File: config.mk
export PLATFORM = sky130hd
export DESIGN_NAME = zlink_codec
export DESIGN_NICKNAME = d
export VERILOG_FILES = /design/src/rtl/zlink_pkg.sv /design/src/rtl/zlink_enc.sv /design/src/rtl/zlink_dec.sv /design/src/rtl/zlink_seq_mon.sv /design/src/rtl/zlink_codec.sv
export SDC_FILE = /design/constraint.sdc
export NUM_CORES = 1
export LEC_CHECK = 0
export BUFFER_PORTS_ARGS = -buffer_cell sky130_fd_sc_hd__buf_2
export CAP_MARGIN = 0
export CORE_MARGIN = 4
export CORE_UTILIZATION = 40
export CTS_BUF_LIST = sky130_fd_sc_hd__clkbuf_4 sky130_fd_sc_hd__clkbuf_8 sky130_fd_sc_hd__clkbuf_16
export CTS_CLUSTER_DIAMETER = 100
export DETAILED_ROUTE_END_ITERATION = 7
export GPL_TIMING_DRIVEN = 0
export HOLD_SLACK_MARGIN = 0.03
export PLACE_DENSITY = 0.69
export SETUP_SLACK_MARGIN = 0.2
export SYNTH_ARGS = -nofsm -noshare
export SYNTH_HDL_FRONTEND = slang
export SYNTH_HIERARCHICAL = 1
export SYNTH_SLANG_ARGS = --single-unit
File: constraint.sdc
create_clock -name clk_i -period 3.3 [get_ports clk_i]
set_input_delay 0.165 -clock clk_i [delete_from_list [all_inputs] [get_ports clk_i]]
set_output_delay 0.165 -clock clk_i [all_outputs]
set_load 0.03 [all_outputs]
File: src/rtl/zlink_pkg.sv
package zlink_pkg;
  localparam int unsigned BYTE_W = 8;
  typedef logic [BYTE_W-1:0] byte_t;

  localparam byte_t FLIP_MASK = 8'h40;
  localparam byte_t DEL_CODE  = 8'h6C;  // escaped form of 0x7F
  localparam byte_t FF_CODE   = 8'h6D;  // escaped form of 0xFF

  function automatic logic must_escape(byte_t b, byte_t esc);
    return (b == esc) || (b == 8'h11) || (b == 8'h91) ||
           (b == 8'h13) || (b == 8'h93);
  endfunction
endpackage

File: src/rtl/zlink_enc.sv
module zlink_enc
  import zlink_pkg::*;
#(
  parameter byte_t ESC_CHAR = 8'h18
) (
  input  logic  clk_i,
  input  logic  rst_ni,
  input  logic  in_valid_i,
  output logic  in_ready_o,
  input  byte_t in_data_i,
  output logic  out_valid_o,
  input  logic  out_ready_i,
  output byte_t out_data_o
);
  typedef enum logic {ENC_PASS, ENC_TAIL} enc_st_e;

  enc_st_e st_q;
  byte_t   tail_q;
  logic    special;

  assign special = must_escape(in_data_i, ESC_CHAR);

  always_comb begin
    if (st_q == ENC_TAIL) begin
      out_valid_o = 1'b1;
      out_data_o  = tail_q;
      in_ready_o  = 1'b0;
    end else begin
      out_valid_o = in_valid_i;
      out_data_o  = special ? ESC_CHAR : in_data_i;
      in_ready_o  = out_ready_i;
    end
  end

  always_ff @(posedge clk_i or negedge rst_ni) begin
    if (!rst_ni) begin
      st_q   <= ENC_PASS;
      tail_q <= '0;
    end else if (st_q == ENC_PASS) begin
      if (in_valid_i && out_ready_i && special) begin
        st_q   <= ENC_TAIL;
        tail_q <= in_data_i ^ FLIP_MASK;
      end
    end else if (out_ready_i) begin
      st_q <= ENC_PASS;
    end
  end

  // the flipped byte follows the prefix and input is blocked meanwhile
  a_r2_tail_follows_prefix: assert property (@(posedge clk_i) disable iff (!rst_ni)
    (st_q == ENC_PASS && in_valid_i && out_ready_i && special) |=>
      (out_valid_o && !in_ready_o && out_data_o == ($past(in_data_i) ^ FLIP_MASK)));

  a_r3_no_back_to_back_accept: assert property (@(posedge clk_i) disable iff (!rst_ni)
    (in_valid_i && in_ready_o && special) |=> !in_ready_o);

  a_r11_tail_held: assert property (@(posedge clk_i) disable iff (!rst_ni)
    (st_q == ENC_TAIL && !out_ready_i) |=> (out_valid_o && $stable(out_data_o)));
endmodule

File: src/rtl/zlink_dec.sv
module zlink_dec
  import zlink_pkg::*;
#(
  parameter byte_t ESC_CHAR = 8'h18
) (
  input  logic  clk_i,
  input  logic  rst_ni,
  input  logic  in_valid_i,
  output logic  in_ready_o,
  input  byte_t in_data_i,
  output logic  out_valid_o,
  input  logic  out_ready_i,
  output byte_t out_data_o,
  output logic  err_o
);
  logic  after_q, err_q;
  logic  take_prefix, bad, accept;
  byte_t mapped;

  always_comb begin
    bad    = 1'b0;
    mapped = in_data_i;
    if (after_q) begin
      if (in_data_i[6] && !in_data_i[5]) mapped = in_data_i ^ FLIP_MASK;
      else if (in_data_i == DEL_CODE)    mapped = 8'h7F;
      else if (in_data_i == FF_CODE)     mapped = 8'hFF;
      else                               bad    = 1'b1;
    end
  end

  assign take_prefix = !after_q && (in_data_i == ESC_CHAR);
  assign out_valid_o = in_valid_i && !take_prefix;
  assign out_data_o  = mapped;
  assign in_ready_o  = take_prefix || out_ready_i;
  assign accept      = in_valid_i && in_ready_o;
  assign err_o       = err_q;

  always_ff @(posedge clk_i or negedge rst_ni) begin
    if (!rst_ni) begin
      after_q <= 1'b0;
      err_q   <= 1'b0;
    end else if (accept) begin
      after_q <= take_prefix;
      if (after_q && bad) err_q <= 1'b1;
    end
  end

  // a swallowed prefix always makes the next byte an escaped one
  a_r4_prefix_arms_escape: assert property (@(posedge clk_i) disable iff (!rst_ni)
    (in_valid_i && in_ready_o && !out_valid_o) |=> after_q);

  a_r4_escape_yields_output: assert property (@(posedge clk_i) disable iff (!rst_ni)
    (after_q && in_valid_i) |-> out_valid_o);

  a_r6_err_sticky: assert property (@(posedge clk_i) disable iff (!rst_ni)
    err_o |=> err_o);
endmodule

File: src/rtl/zlink_seq_mon.sv
module zlink_seq_mon
  import zlink_pkg::*;
#(
  parameter byte_t       ESC_CHAR  = 8'h18,
  parameter byte_t       PAD_CHAR  = 8'h2A,
  parameter byte_t       BIN_CHAR  = 8'h41,
  parameter int unsigned ABORT_RUN = 5
) (
  input  logic  clk_i,
  input  logic  rst_ni,
  input  logic  byte_valid_i,
  input  byte_t byte_i,
  output logic  hdr_o,
  output logic  abort_o
);
  localparam int unsigned RUN_W = $clog2(ABORT_RUN + 1);
  localparam logic [RUN_W-1:0] RUN_LIM = RUN_W'(ABORT_RUN);

  typedef enum logic [1:0] {HS_IDLE, HS_PAD, HS_ESC} hdr_st_e;

  hdr_st_e          stage_q;
  logic [RUN_W-1:0] run_q;
  logic             hdr_q, abort_q;

  assign hdr_o   = hdr_q;
  assign abort_o = abort_q;

  always_ff @(posedge clk_i or negedge rst_ni) begin
    if (!rst_ni) begin
      stage_q <= HS_IDLE;
      run_q   <= '0;
      hdr_q   <= 1'b0;
      abort_q <= 1'b0;
    end else begin
      hdr_q <= byte_valid_i && stage_q == HS_ESC && byte_i == BIN_CHAR;
      if (byte_valid_i) begin
        if (byte_i == PAD_CHAR)                         stage_q <= HS_PAD;
        else if (stage_q == HS_PAD && byte_i == ESC_CHAR) stage_q <= HS_ESC;
        else                                            stage_q <= HS_IDLE;

        if (byte_i != ESC_CHAR)  run_q <= '0;
        else if (run_q != RUN_LIM) run_q <= run_q + 1'b1;

        if (byte_i == ESC_CHAR && run_q == RUN_LIM - 1'b1) abort_q <= 1'b1;
      end
    end
  end

  a_r8_hdr_single_cycle: assert property (@(posedge clk_i) disable iff (!rst_ni)
    hdr_o |=> !hdr_o);

  a_r9_abort_sticky: assert property (@(posedge clk_i) disable iff (!rst_ni)
    abort_o |=> abort_o);

  a_r9_run_bounded: assert property (@(posedge clk_i) disable iff (!rst_ni)
    run_q <= RUN_LIM);

  a_r9_abort_on_last_escape: assert property (@(posedge clk_i) disable iff (!rst_ni)
    (byte_valid_i && byte_i == ESC_CHAR && run_q == RUN_LIM - 1'b1) |=> abort_o);
endmodule

File: src/rtl/zlink_codec.sv
module zlink_codec
  import zlink_pkg::*;
#(
  parameter byte_t       ESC_CHAR  = 8'h18,
  parameter byte_t       PAD_CHAR  = 8'h2A,
  parameter byte_t       BIN_CHAR  = 8'h41,
  parameter int unsigned ABORT_RUN = 5
) (
  input  logic       clk_i,
  input  logic       rst_ni,
  input  logic       enc_valid_i,
  output logic       enc_ready_o,
  input  logic [7:0] enc_data_i,
  output logic       enc_valid_o,
  input  logic       enc_ready_i,
  output logic [7:0] enc_data_o,
  input  logic       dec_valid_i,
  output logic       dec_ready_o,
  input  logic [7:0] dec_data_i,
  output logic       dec_valid_o,
  input  logic       dec_ready_i,
  output logic [7:0] dec_data_o,
  output logic       hdr_seen_o,
  output logic       abort_o,
  output logic       esc_err_o
);
  zlink_enc #(.ESC_CHAR(ESC_CHAR)) u_enc (
    .clk_i, .rst_ni,
    .in_valid_i (enc_valid_i), .in_ready_o (enc_ready_o), .in_data_i (enc_data_i),
    .out_valid_o(enc_valid_o), .out_ready_i(enc_ready_i), .out_data_o(enc_data_o)
  );

  zlink_dec #(.ESC_CHAR(ESC_CHAR)) u_dec (
    .clk_i, .rst_ni,
    .in_valid_i (dec_valid_i), .in_ready_o (dec_ready_o), .in_data_i (dec_data_i),
    .out_valid_o(dec_valid_o), .out_ready_i(dec_ready_i), .out_data_o(dec_data_o),
    .err_o      (esc_err_o)
  );

  zlink_seq_mon #(
    .ESC_CHAR(ESC_CHAR), .PAD_CHAR(PAD_CHAR), .BIN_CHAR(BIN_CHAR), .ABORT_RUN(ABORT_RUN)
  ) u_mon (
    .clk_i, .rst_ni,
    .byte_valid_i(dec_valid_i && dec_ready_o),
    .byte_i      (dec_data_i),
    .hdr_o       (hdr_seen_o),
    .abort_o     (abort_o)
  );
endmodule

# Word-level counts from Yosys, hierarchy flattened

Cells that the tools add are included.

Flip-flop bits (word level): 18
Input bits: 22
Output and inout port bits: 23
Logic and storage cells: 70

Add/sub/neg operators: 1
Eq/ne operators: 15
Multiplexer cells: 19
Bitwise gates (word level): 3
Reductions and logical operators: 24

Operator list:

| cell                                                 | count |
|---|---|
| 2-to-1 mux 8 bit                                     | 6 |
| equality test 8 x 5 -> 1 bit (second input constant) | 4 |
| equality test 8 x 7 -> 1 bit (second input constant) | 3 |
| equality test 8 bit (second input constant)          | 2 |
| logical AND 1 bit                                    | 11 |
| 2-to-1 mux 1 bit                                     | 9 |
| equality test 8 x 6 -> 1 bit (second input constant) | 1 |
| != test 8 x 5 -> 1 bit (second input constant)       | 1 |
| AND reduction 2 bit                                  | 4 |
| 2-to-1 mux 3 bit                                     | 2 |
| logical OR 1 bit                                     | 5 |
| 2-to-1 mux 2 bit                                     | 2 |
| adder 3 x 1 -> 3 bit (second input constant)         | 1 |
| equality test 3 bit (second input constant)          | 1 |
| zero test 1 bit                                      | 3 |
| != test 3 bit (second input constant)                | 1 |
| inverter 1 bit                                       | 3 |
| equality test 2 x 1 -> 1 bit (second input constant) | 1 |
| equality test 2 bit (second input constant)          | 1 |
| nonzero test 2 bit                                   | 1 |

# Depth between registers and ports, before layout

Gate-level depths: netlist of run 1.

Word-level depth: 8
Gate-level depth with buffers: 6
Depth with buffers taken out: 6

# By module

Netlist of run 1, hierarchy kept.

Modules (own cells, without submodules):

| module        | times used | cells each | area an instance (um^2) | seq. area each (um^2) |
|---|---|---|---|---|
| zlink_enc     | 1          | 46         | 501.7                   | 225.2 |
| zlink_seq_mon | 1          | 36         | 424.2                   | 175.2 |
| zlink_dec     | 1          | 28         | 215.2                   | 50.0 |
| zlink_codec   | 1          | 1          | 6.3                     | 0.0 |

# Worst setup path before layout of run 1

OpenSTA, ideal clock, no wires.

Path type: register to register
Start point: register u_dec.after_q
End point: register u_mon.run_q[0]
Library setup time: 0.125 ns
Arrival: 1.697 ns
Required time: 3.175 ns
Setup slack: 1.478 ns
Stages on the path, launching flop included: 7
Path buffers: 0
Clock period less this slack: 1.822 ns
Cell sequence: dfrtp_1 -> nor2_1 -> a41o_1 -> and2_1 -> inv_1 -> a41o_1 -> mux2_2

Longest elaborated chain between the ends: 5

Ends and longest elaborated chain:

| item                                 | line                | RTL |
|---|---|---|
| start: declaration                   | zlink_dec.sv:16     | `logic after_q, err_q;` |
| start signal: assignment             | zlink_dec.sv:43     | `after_q <= take_prefix;` |
| zero test 1 bit                      | zlink_dec.sv:31     | `assign take_prefix = !after_q && (in_data_i == ESC_CHAR);` |
| logical AND 1 bit                    | zlink_dec.sv:31     |  |
| logical OR 1 bit                     | zlink_dec.sv:34     | `assign in_ready_o = take_prefix \|\| out_ready_i;` |
| net dec_ready_o                      | zlink_codec.sv:18   | `output logic dec_ready_o,` |
| logical AND 1 bit                    | zlink_codec.sv:44   | `.byte_valid_i(dec_valid_i && dec_ready_o),` |
| AND reduction 2 bit (no source line) | --                  |  |
| end signal: assignment               | zlink_seq_mon.sv:42 | `else if (run_q != RUN_LIM) run_q <= run_q + 1'b1;` |
| end: declaration                     | zlink_seq_mon.sv:22 | `logic [RUN_W-1:0] run_q;` |

The timed path passes the listed nets, and every way through them passes these cells.
A chain may end at the register's enable or synchronous reset.

# Worst setup path after layout of run 1

Start point: register u_dec.after_q
End point: register u_mon.run_q[0]

Longest elaborated chain between the ends: 5

Ends and longest elaborated chain:

| item                                 | line |
|---|---|
| zero test 1 bit                      | zlink_dec.sv:31 |
| logical AND 1 bit                    | zlink_dec.sv:31 |
| logical OR 1 bit                     | zlink_dec.sv:34 |
| logical AND 1 bit                    | zlink_codec.sv:44 |
| AND reduction 2 bit (no source line) | -- |

Every way passes these cells.

==> flow_summary.ini, run 1 <==
[setup_path]
end_kind = register
regToRegSetupSlack_ps = 1500
worstReg2RegEnd = u_mon/run_q[0]
crit_type = reg -> reg
r2r_start = u_dec/after_q
cp_slowest_stage_delay_ps = 430
cp_slowest_cell = dfrtp_1
path_buf_inv = 1
path_delay_family = compound AO/OA/AOI/OAI gates
path_max_fanout = 7
path_cells = nor2_1 > a41o_1 > and2_1 > inv_1 > a41o_1 > mux2_2
crit_required_ps = 3490
startpoint_type = register
rr_worst_depth = 6
critPathMostFrequentCell = a41o_1
cp_data_arrival_time_ps = 1990

[timing]
rsz0062_at_grt = no
final.period_utilization_pct = 54.56
relSlewSlack_pct = 72.85
tns_ps = 0
worst_slew_pin_slew_ps = 407.2
fmax_ghz = 0.5554
setup_violations = 0
layout_min_cycle_time_ps = 1800
finalHoldViolCount = 0
drv_slew = 0
fin_worst_skew_ps = 5.649

[global_routing]
grt_pass1_wl_mm = 4.353
grt_start_max_net_pins = 19
grtUsageTotal_pct = 15.40
grt_overflow = 0
antenna_found_initial = 0
grt_pass1_vias = 1007

[route]
vias_per_cell = 5.377
wl_met2_mm = 1.462
top_layer_used = met4
ant_nets = 0
wirelength_mm = 2.681
routedWlPerCell_um = 14.04
m1WireLength_mm = 1.125
vias = 1027
drtIter0Drc = 38
drt_first_pass_iters = 4
drc_errors = 0
met3_length_um = 61

[place]
gp_congestion = 0.7730
dp_hpwl_mm = 2.166
numPortBuffers = 44
dp.cells = 186

[die]
fp.dieW_um = 61.56
die_y_um = 61.56
io_pins = 45
die_area_sq_um = 3789
rows = 19
core_sq_um = 2758
start_util_pct = 41.61

[synth]
syn_inst = 111
seq_area_frac_synth_pct = 39.26
synth_nets = 136
postSynthAreaPerCell_sq_um = 10.34
ys_top_cells_by_area = dfrtp_1 39%, mux2_2 7.9%, o21ai_0 3.5%, ha_1 3.3%, nand2_1 3.3%
ys_types = 41
synth_warnings = 6
synth_seq_cells = 18
synth_top_area_share_pct = 39.26
synthesis.area_sq_um = 1147
yosysTopAreaCell = dfrtp_1

[cells_and_area]
nets = 186
drive_gt1_share_pct = 43.13
final_cell_mix = 44 x buf_2, 18 x dfrtp_1, 10 x nand2_1, 8 x o21ai_0, 8 x mux2_2
final_common_cell = buf_2
instances_no_fill = 191
syn_to_final_growth_pct = 26.61
num_antenna_cells = 0
n_fill_cell = 261

[hold_path]
hp-start = dec_data_i[3]
min_to = u_mon/hdr_o
min_path_cells = 2
hp-class = in -> reg

[cts]
cts_made_buffers = 3
clockBufferDepth = 2
clock_latency_ps = 290
clockRootBuffer = clkbuf_4
cts_tree = built
clkSinkCount = 18
h-tree-depth = 1
clk_pin_slew_ps = 110
postCtsResizedCells = 0
cts_setup_buffers = 0

[pwr]
power_mw = 0.4855
p_per_area_nw_per_um2 = 334.2
ir_drop_uv = 207.9
p_leak_nw = 0.7125

[run_status]
status = finished clean

[flow_run]
max-cap-violations = 0
cells in the mapped netlist:
cell / n
a211oi_4: 1
a21boi_0: 1
a21o_2: 1
a21oi_1: 4
a22o_1: 1
a32o_1: 1
a41o_1: 3
a41o_2: 1
and2_1: 2
and2b_2: 2
and4_1: 1
and4b_1: 1
clkbuf_1: 5
dfrtp_1: 18
ha_1: 3
inv_1: 7
mux2_2: 8
nand2_1: 10
nand2b_1: 4
nand3_1: 2
nand3b_1: 2
nand4_1: 1
nand4b_1: 1
nand4bb_1: 1
nor2_1: 4
nor2b_1: 1
nor3_1: 1
nor3b_4: 1
nor4_4: 1
nor4b_1: 1
nor4b_2: 1
nor4bb_4: 1
o2111ai_1: 1
o21ai_0: 8
o21bai_1: 1
o2bb2ai_1: 1
o31ai_1: 2
or2_2: 3
or2b_1: 1
or4b_1: 1
or4b_4: 1
repair_timing:
action                                  CTS  global route
endpoints found under the setup margin    0             0
endpoints found under the hold margin    18             0
hold buffers                              1             0
how the worst max path moves through the flow:
stage                        startpoint               to  cells past startpoint  slack (ps)
after detailed placement  enc_data_i[5]  u_enc/tail_q[0]                      4        1460
after global placement    enc_data_i[5]  u_enc/tail_q[7]                      4        1490
after CTS                 u_dec/after_q   u_mon/run_q[0]                      6        1500
after global routing      u_dec/after_q   u_mon/run_q[0]                      6        1360
final                     u_dec/after_q   u_mon/run_q[0]                      6        1500
after floorplan           u_dec/after_q   u_mon/run_q[0]                      6        1480
stage by stage:
stage / worst slack [ps] / utilization, % / hold slack (ps) / instance area (sq um)
6_report: 1500 / 52.68 / 86.40 / 1453
5_1_grt: 1358 / 52.68 / 76.20 / 1453
4_1_cts: 1497 / 52.68 / 78.60 / 1453
3_5_place_dp: 1463 / 51.00 / 122.6 / 1406
3_3_place_gp: 1494 / 51.00 / 114.3 / 1406
2_1_floorplan: 1478 / - / -130.6 / 1147
state kept, by name, indices dropped and copies added (netlist names):
signal	count
u_enc/tail_q	8
u_mon/run_q	3
u_mon/stage_q	2
u_dec/after_q	1
u_dec/err_o	1
u_enc/st_q	1
u_mon/abort_o	1
u_mon/hdr_o	1
where the power goes:
group	switching (mW)	leakage [nW]	internal, mW
Clock	0.0718	0.0210	0.0672
Sequential	0.00464	0.248	0.230
Combinational	0.0709	0.444	0.0412
Total	0.147	0.713	0.338
kinds of logic after synthesis:
family                     synth area share (%)
buffers and inverters                     3.926
DFF                                       39.26
and+or+nand+nor                           28.57
muxes                                     7.852
AOI/OAI and AO/OA                         17.12
adders and majority gates                 3.272
layout make-up:
| class | count | area (sq um) | share of cell area (%) |
|---|---|---|---|
| Tap cell | 31 | 38.79 | 2.670 |
| Inverter | 7 | 26.28 | 1.809 |
| Timing Repair Buffer | 45 | 230.2 | 15.85 |
| Multi-Input combinational cell | 81 | 651.9 | 44.88 |
| Sequential cell | 18 | 450.4 | 31.01 |
| Buffer | 5 | 18.77 | 1.292 |
| Clock buffer | 4 | 36.28 | 2.498 |
routing by layer:
metal	vias to the layer above	global-route usage (%)
met5	-	0
met4	0	7.273
met3	4	2.725
met2	12	26.46
met1	499	18.52
li1	512	-
No activity file was read; power rests on OpenSTA's default activity.
==> run 2, diff against run 1 <==
--- a/config.mk
+++ b/config.mk
@@ -5,6 +5,7 @@
 export SDC_FILE = /design/constraint.sdc
 export NUM_CORES = 1
 export LEC_CHECK = 0
+export ABC_AREA = 1
 export BUFFER_PORTS_ARGS = -buffer_cell sky130_fd_sc_hd__buf_2
 export CAP_MARGIN = 0
 export CORE_MARGIN = 4
@@ -14,7 +15,7 @@
 export DETAILED_ROUTE_END_ITERATION = 7
 export GPL_TIMING_DRIVEN = 0
 export HOLD_SLACK_MARGIN = 0.03
-export PLACE_DENSITY = 0.69
+export PLACE_DENSITY = 0.67
 export SETUP_SLACK_MARGIN = 0.2
 export SYNTH_ARGS = -nofsm -noshare
 export SYNTH_HDL_FRONTEND = slang
==> constraint.sdc (replaced) <==
create_clock -name clk_i -period 1.8 [get_ports clk_i]
set_input_delay 0.09 -clock clk_i [delete_from_list [all_inputs] [get_ports clk_i]]
set_output_delay 0.09 -clock clk_i [all_outputs]
set_load 0.03 [all_outputs]
==> run 2 against run 1 <==
  * Global-route usage is 0.95 points lower
  * Synthesized cell count rose by 68%
  * Setup slack got worse by 1200 ps
  * Combinational power increased by 97%
  * Power is 72% higher
  * Sequential power increased by 82%
  * Die area is 9.5% higher
  * Critical endpoint is now enc_data_o[3]
  * Flip-flop and latch count unchanged
  * Non-clock buffer count increased by 2
  * Critical path depth is 2 lower
  * Highest routed layer unchanged
  * Hold slack worse by 34 ps
==> flow_summary.ini, run 2 <==
[run_status]
status = finished clean

[setup_path]
r2r_start = u_dec/after_q
cp_data_arrival_time_ps = 1390
worstSetupStartpoint = u_enc/st_q
regToRegSetupSlack_ps = 340
end_kind = primary output
path_cells = buf_2 > nor2_1 > a21oi_1 > buf_2
startpoint_type = register
crit_required_ps = 1710
worstReg2RegEnd = u_mon/hdr_o
endpoint = enc_data_o[3]
critPathMostFrequentCell = buf_2
rr_worst_depth = 10
cp_slowest_stage_delay_ps = 450
cp_slowest_cell = dfrtp_1
crit_type = reg -> out
path_max_fanout = 10

[synth]
synthesis.area_sq_um = 1272
synth.top_cells.by_count = 54 x nand2_1, 33 x inv_1, 20 x nor2_1, 18 x dfrtp_1, 10 x nand4_1
synth_top_area_share_pct = 35.40
synth_flop_cell = dfrtp_1
synth_most_common_cell = nand2_1
yosysTopAreaCell = dfrtp_1
synth_nets = 211
ys_types = 25
ys_top_cells_by_area = dfrtp_1 35%, nand2_1 16%, inv_1 9.7%, nor2_1 5.9%, nand4_1 4.9%
synth_seq_cells = 18
synth_edf_count = 0
synth_warnings = 6
seq_area_frac_synth_pct = 35.40
async_reset_ff_share_pct = 100.0
postSynthAreaPerCell_sq_um = 6.841
syn_inst = 186

[pwr]
ir_drop_uv = 211.5
p_leak_nw = 0.9226
p_per_area_nw_per_um2 = 522.9
power_mw = 0.8355

[route]
vias_per_cell = 4.468
drc_errors = 0
met3_length_um = 168
wl_met2_mm = 1.256
drt_first_pass_iters = 4
ant_nets = 0
m1WireLength_mm = 1.303
top_layer_used = met4
routedWlPerCell_um = 9.782
drtIter0Drc = 56
wirelength_mm = 2.739
vias = 1251

[timing]
whs_ps = 52.41
fmax_ghz = 0.6734
finalHoldViolCount = 0
layout_min_cycle_time_ps = 1485
worst_slew_pin_slew_ps = 401.2
relSlewSlack_pct = 73.25
tns_ps = 0
worst_slack_ps = 315.0
rsz0062_at_grt = no
fin_worst_skew_ps = 1.021
final.period_utilization_pct = 82.50
setup_violations = 0
drv_slew = 0

[cells_and_area]
final_common_cell = nand2_1
syn_to_final_growth_pct = 25.57
fin_util_pct = 52.34
largest_reg_flops = 8
drive_gt1_share_pct = 31.36
nets = 263
reg.largest.list = u_enc/tail_q (8), u_mon/run_q (3), u_mon/stage_q (2)
instances_no_fill = 280
num_antenna_cells = 0
final_cell_area_sq_um = 1598
final_cell_mix = 54 x nand2_1, 45 x buf_2, 33 x inv_1, 20 x nor2_1, 18 x dfrtp_1
regMostFlops = u_enc/tail_q
n_fill_cell = 332

[place]
gp_congestion = 0.7570
dp_hpwl_mm = 2.200
dpl_worst_slack_ps = 353.0
detailed_place.area_sq_um = 1548
numPortBuffers = 44
dp.cells = 274

[die]
die_area_sq_um = 4147
start_util_pct = 41.68
fp.dieW_um = 64.40
rows = 20
io_pins = 45
core_sq_um = 3053
die_y_um = 64.40

[cts]
cts_tree = built
postCtsResizedCells = 0
clk_pin_slew_ps = 90
clockBufferDepth = 2
clock_latency_ps = 280
clockRootBuffer = clkbuf_4
clkSinkCount = 18
cts_made_buffers = 3
h-tree-depth = 1

[global_routing]
grt_start_max_net_pins = 19
grt_overflow = 0
grt_pass1_wl_mm = 4.899
antenna_found_initial = 0
grtUsageTotal_pct = 14.45
grt_pass1_vias = 1213

[flow_run]
max-cap-violations = 0

[hold_path]
hp-class = in -> reg
run 2: cell types whose count changed in the layout (fill, tap and decap cells not counted), sizes merged, moves of 7 or more:
cell	previous run	this run
mux2	8	0
nand4	1	10
inv	7	35
nand2	10	63
nand3	2	9
nor2	4	26
run 2: worst min path at each step:
stage | start | to | slack (ps) | depth (start not counted)
floorplan | rst_ni | u_dec/after_q | -210 | 0
global placement | rst_ni | u_enc/tail_q[6] | 40 | 1
detailed placement | rst_ni | u_enc/tail_q[6] | 40 | 1
CTS | dec_valid_i | u_dec/err_o | 40 | 3
global route | dec_valid_i | u_dec/err_o | 40 | 3
finish | dec_valid_i | u_dec/err_o | 50 | 3
run 2: area by class of cell:
cell class                 count  area [sq um]  area share (%)
sequential                    18         450.4           28.19
buffer                         5         23.77           1.488
timing repair buffer          47         247.7           15.51
tap                           44         55.05           3.446
clock buffer                   3         22.52           1.410
inverter                      35         131.4           8.222
multi-input combinational    128         666.9           41.74
run 2: critical path, delay by kind of cell, from the launching register on:
family,cells,cell delay [ps]
flip-flops,1,450
buffers and inverters,2,450
AO/OA/AOI/OAI,1,150
AND/OR/NAND/NOR,1,60
run 2: layer usage:
layer  vias up  global-route usage [%]
li1        670                       -
met4         0                   5.541
met5         -                       0
met1       540                   17.99
met3         2                   2.460
met2        39                   24.74
run 2: cells by family (layout without fill, tap and decap cells):
family | count (synthesis) | in the layout | synth area share, %
adder cells (fa/ha/maj) | 3 | 3 | 2.950
AND/OR/NAND/NOR | 112 | 112 | 43.95
XOR/XNOR | 1 | 1 | 0.6884
flip-flops | 18 | 18 | 35.40
buffers and inverters | 40 | 90 | 12.19
AO/OA/AOI/OAI | 12 | 12 | 4.818
run 2: timing repair:
item | CTS | global route
hold buffers | 2 | 0
endpoints found under the setup margin | 0 | 1
buffers inserted | 0 | 1
endpoints found under the hold margin | 19 | 0
run 2: power breakdown:
group / leakage, nW / switching (mW) / internal, mW
registers: 0.227 / 0.00802 / 0.418
logic: 0.682 / 0.150 / 0.0701
clock network: 0.0138 / 0.111 / 0.0776
